--- src/rtl/rdo_pkg.sv ---
package rdo_pkg;
  typedef enum logic [1:0] {
    PA_HOLD = 2'd0,
    PA_LOAD = 2'd1,
    PA_STEP = 2'd2
  } ptr_act_e;
endpackage

--- src/rtl/rdo_addr_loader.sv ---
module rdo_addr_loader #(
  parameter int unsigned CW = 11,
  parameter int unsigned RW = 10
) (
  input  logic          clk,
  input  logic          rst,
  input  logic          ser_clk,
  input  logic          ser_dat,
  input  logic          load,
  output logic [CW-1:0] col_start_q,
  output logic [RW-1:0] row_start_q,
  output logic [CW-1:0] col_start_eff,
  output logic [RW-1:0] row_start_eff
);
  localparam int unsigned WW = CW + RW;

  logic [WW-1:0] shreg;
  logic          sclk_q;
  logic          shift_en;

  assign shift_en      = ser_clk & ~sclk_q;
  assign col_start_eff = load ? shreg[WW-1:RW] : col_start_q;
  assign row_start_eff = load ? shreg[RW-1:0]  : row_start_q;

  always_ff @(posedge clk) begin
    if (rst) begin
      shreg       <= '0;
      sclk_q      <= 1'b0;
      col_start_q <= '0;
      row_start_q <= '0;
    end else begin
      sclk_q <= ser_clk;
      if (shift_en) shreg <= {shreg[WW-2:0], ser_dat};
      col_start_q <= col_start_eff;
      row_start_q <= row_start_eff;
    end
  end
endmodule

--- src/rtl/rdo_scan_pointer.sv ---
module rdo_scan_pointer
  import rdo_pkg::*;
#(
  parameter int unsigned W    = 11,
  parameter int unsigned LAST = 1279
) (
  input  logic         clk,
  input  logic         rst,
  input  logic         sync,
  input  logic         step_lvl,
  input  logic [W-1:0] start,
  input  logic         quiet,
  output logic [W-1:0] ptr,
  output logic         eos
);
  localparam logic [W-1:0] LAST_V = W'(LAST);
  localparam logic [W-1:0] PREV_V = W'(LAST - 1);

  logic     step_q;
  ptr_act_e act;
  logic [W-1:0] ptr_inc;

  always_comb begin
    if (sync)                  act = PA_LOAD;
    else if (step_lvl & ~step_q) act = PA_STEP;
    else                       act = PA_HOLD;
  end

  assign ptr_inc = (ptr == LAST_V) ? '0 : ptr + 1'b1;

  always_ff @(posedge clk) begin
    if (rst) begin
      step_q <= 1'b0;
      ptr    <= '0;
      eos    <= 1'b0;
    end else begin
      step_q <= step_lvl;
      case (act)
        PA_LOAD: begin
          ptr <= start;
          eos <= 1'b0;
        end
        PA_STEP: begin
          ptr <= ptr_inc;
          eos <= (ptr == PREV_V) & ~quiet;
        end
        default: eos <= 1'b0;
      endcase
    end
  end
endmodule

--- src/rtl/rdo_window_addr.sv ---
module rdo_window_addr #(
  parameter int unsigned N_COLS = 1280,
  parameter int unsigned N_ROWS = 1024
) (
  input  logic                      clk,
  input  logic                      rst,
  input  logic                      ser_clk,
  input  logic                      ser_dat,
  input  logic                      load_addr,
  input  logic                      row_sync,
  input  logic                      row_clk,
  input  logic                      col_sync,
  input  logic                      col_clk,
  output logic [$clog2(N_ROWS)-1:0] row_ptr,
  output logic [$clog2(N_COLS)-1:0] col_ptr,
  output logic                      row_eos,
  output logic                      col_eos
);
  localparam int unsigned CW = $clog2(N_COLS);
  localparam int unsigned RW = $clog2(N_ROWS);

  logic [CW-1:0] col_start_q, col_start_eff;
  logic [RW-1:0] row_start_q, row_start_eff;
  logic          windowed;

  assign windowed = (|col_start_q) | (|row_start_q);

  rdo_addr_loader #(.CW(CW), .RW(RW)) u_loader (
    .clk           (clk),
    .rst           (rst),
    .ser_clk       (ser_clk),
    .ser_dat       (ser_dat),
    .load          (load_addr),
    .col_start_q   (col_start_q),
    .row_start_q   (row_start_q),
    .col_start_eff (col_start_eff),
    .row_start_eff (row_start_eff)
  );

  rdo_scan_pointer #(.W(CW), .LAST(N_COLS - 1)) u_col (
    .clk      (clk),
    .rst      (rst),
    .sync     (col_sync),
    .step_lvl (col_clk),
    .start    (col_start_eff),
    .quiet    (windowed),
    .ptr      (col_ptr),
    .eos      (col_eos)
  );

  rdo_scan_pointer #(.W(RW), .LAST(N_ROWS - 1)) u_row (
    .clk      (clk),
    .rst      (rst),
    .sync     (row_sync),
    .step_lvl (row_clk),
    .start    (row_start_eff),
    .quiet    (windowed),
    .ptr      (row_ptr),
    .eos      (row_eos)
  );
endmodule

--- config.mk ---
export PLATFORM = sky130hd
export DESIGN_NAME = rdo_window_addr
export DESIGN_NICKNAME = d
export VERILOG_FILES = /design/src/rtl/rdo_pkg.sv /design/src/rtl/rdo_addr_loader.sv /design/src/rtl/rdo_scan_pointer.sv /design/src/rtl/rdo_window_addr.sv
export SDC_FILE = /design/constraint.sdc
export NUM_CORES = 1
export LEC_CHECK = 0
export ABC_AREA = 1
export BUFFER_PORTS_ARGS = -buffer_cell sky130_fd_sc_hd__buf_2
export CAP_MARGIN = 20
export CORE_MARGIN = 2
export CORE_UTILIZATION = 25
export CTS_CLUSTER_DIAMETER = 50
export CTS_CLUSTER_SIZE = 28
export DETAILED_ROUTE_END_ITERATION = 12
export GPL_TIMING_DRIVEN = 0
export SYNTH_ARGS = -nofsm -noshare
export SYNTH_HDL_FRONTEND = slang
export SYNTH_SLANG_ARGS = --single-unit
export TNS_END_PERCENT = 100
--- constraint.sdc ---
create_clock -name clk -period 3.35 [get_ports clk]
set_input_delay 0.5025 -clock clk [delete_from_list [all_inputs] [get_ports clk]]
set_output_delay 0.5025 -clock clk [all_outputs]
set_load 0.01 [all_outputs]
==> results_dict.tcl <==
set metrics [dict create \
    syn_area_per_cell_um2 7.19 \
    layout_common_cells "69 x nand2_1, 68 x dfxtp_1, 56 x inv_1" \
    power.density_mw_per_mm2 544 \
    clockBufferDepth 2 \
    cts_resized 0 \
    drive_gt1_frac 0.165 \
    coreArea_mm2 0.0126 \
    synth_top_area_frac 0.424 \
    overflow 0 \
    hp-class "primary input to flip-flop" \
    place.gp.congestion 0.836 \
    fmax_ghz 0.685 \
    ios 32 \
    postLayoutCoreUtil 0.308 \
    worst_slack_ns 1.89 \
    slew_viol_final 0 \
    clock_latency_ns 0.33 \
    max_cap_viol_count 0 \
    cts_tree "done" \
    tightestPinTransition_ns 0.506 \
    cts_hold_buf 0 \
    p_total_mw 2.10 \
    cts_num_sinks 68 \
    die_h_um 117 \
    die-area_mm2 0.0138 \
    num_rows 41 \
    finalNonFillerCells 662 \
    status "completed" \
    area_growth_pct 20.3 \
    postRouteAntennaNets 0 \
    critPathMaxFanout 7 \
    grt_max_degree 11 \
    period_share 0.436 \
    drt_iter0_drc 125 \
    critical_path_class "flip-flop to output pin" \
    holdPathStages 3 \
    placed_cells 648 \
    start_util 0.256 \
    port_buffers 29 \
    synth_largest_area_cell "dfxtp_1" \
    post_cts_buffers 0 \
    slowest_delay_ns 0.45 \
    grt_use_total 0.116 \
    synth.area.top_cells "dfxtp_1 42%, nand2_1 8.1%, o21ai_0 7.9%" \
    critical_path_required_ns 2.85 \
    critical_path.top_delay_family "flip-flops" \
    antenna_cells 0 \
    final-hold-violation-count 0 \
    synthDistinctLibCells 34 \
    tns_ns 0 \
    fin_crit_ns 1.46 \
    avgRoutedWirePerCell_um 11.7 \
    ys_ff_latch 68 \
    drc 0 \
    die_width_um 117 \
    skew_ns 0.00337 \
    grt_pass1_wl_um 13100 \
    irDropWorstVdd_uv 287 \
    clkSlewWorstSetupHoldPaths_ns 0.05 \
    dp_hpwl_um 6010 \
    startpoint_type "flip-flop" \
    reg2reg_depth 8 \
    layout.nets 500 \
    crit_arrival_ns 0.96 \
    syn_area_mm2 0.00321 \
    synthesis.yosys.warnings 0 \
    antenna_found_initial 0 \
    cpMaxStageDelayCell "dfxtp_1" \
    syn_inst 447 \
    clockRootBuffer "clkbuf_16" \
    final_area_mm2 0.00386 \
    leakagePower_nw 1.72 \
    path_cells "buf_2" \
    holdWs_ns 0.397 \
    placed_area_mm2 0.00357 \
    endpoint_kind "output pin" \
    crit_cells 1 \
    final_common_cell "nand2_1" \
    place_ws_ns 1.75 \
    synthesis.nets 460 \
    critPathBufInv 1 \
    grt_pass1_vias 2841 \
    seq_area_frac_synth 0.424 \
    viasPerCell 4.42 \
    cts_max_level 3 \
    setup_viol 0 \
    slew_headroom 0.663 \
    cts_made_buffers 9 \
    first_pass_iters 4 \
    vias 2924 \
    wl_um 7760 \
    rsz0062_at_grt "no" \
]
synthesized netlist by cell type (all sizes together):
cell    count
xor2        2
nor4        1
xnor2       1
buf        10
ha          4
and3        1
mux2i       1
inv        61
or2         5
a21o        1
a21oi      50
o21ai      58
clkbuf      7
nand3b      2
dfxtp      68
nor3        3
nand2      75
nand3      24
o21a       10
nand4       4
nor2       59
registers in the layout, indices dropped and copies added (netlist names):
register,count
u_loader.sclk_q,1
u_row.step_q,1
u_col.ptr,11
u_row.ptr,10
u_row.eos,1
u_loader.col_start_q,11
u_col.step_q,1
u_col.eos,1
u_loader.row_start_q,10
u_loader.shreg,21
final cells by class:
type | count | area, µm²
Tap cell | 172 | 215
Timing Repair Buffer | 29 | 145
Buffer | 17 | 92.6
Clock buffer | 12 | 256
Fill cell | 1386 | 8700
Multi-Input combinational cell | 301 | 1530
Clock inverter | 2 | 35.0
Inverter | 61 | 231
Sequential cell | 68 | 1360
report_power, final:
| part | total [mW] | internal [mW] | switching (mW) |
|---|---|---|---|
| logic | 0.259 | 0.0970 | 0.162 |
| clock network | 0.930 | 0.607 | 0.324 |
| registers | 0.914 | 0.867 | 0.0470 |
final timing paths:
kind,startpoint,to,slack (ns)
worst max-delay path,u_row.ptr[2],row_ptr[2],1.89
worst min-delay path,row_clk,u_row.step_q,0.40
worst max register to register,u_col.ptr[1],u_col.ptr[5],1.90
worst min register to register,u_loader.shreg[1],u_loader.shreg[2],0.47
cell families (layout without fill, tap and decap cells):
kind of cell               Yosys count  count (layout)  share of synthesized area
and+or+nand+nor                    174             174                      0.254
AOI/OAI and AO/OA                  119             119                      0.195
buffers and inverters               78             121                      0.101
DFF                                 68              68                      0.424
adders and majority gates            4               4                     0.0156
xor gates and xnor gates             3               3                    0.00818
muxes                                1               1                    0.00312
per-layer routing:
| metal | GRT usage | wire length (µm) | share of wire |
|---|---|---|---|
| met5 | 0 | 0 | 0 |
| met4 | 0.0437 | 109 | 0.014 |
| met1 | 0.137 | 3650 | 0.47 |
| met2 | 0.202 | 3740 | 0.48 |
| met3 | 0.0302 | 257 | 0.033 |
Power figures use the tool's default switching activity.
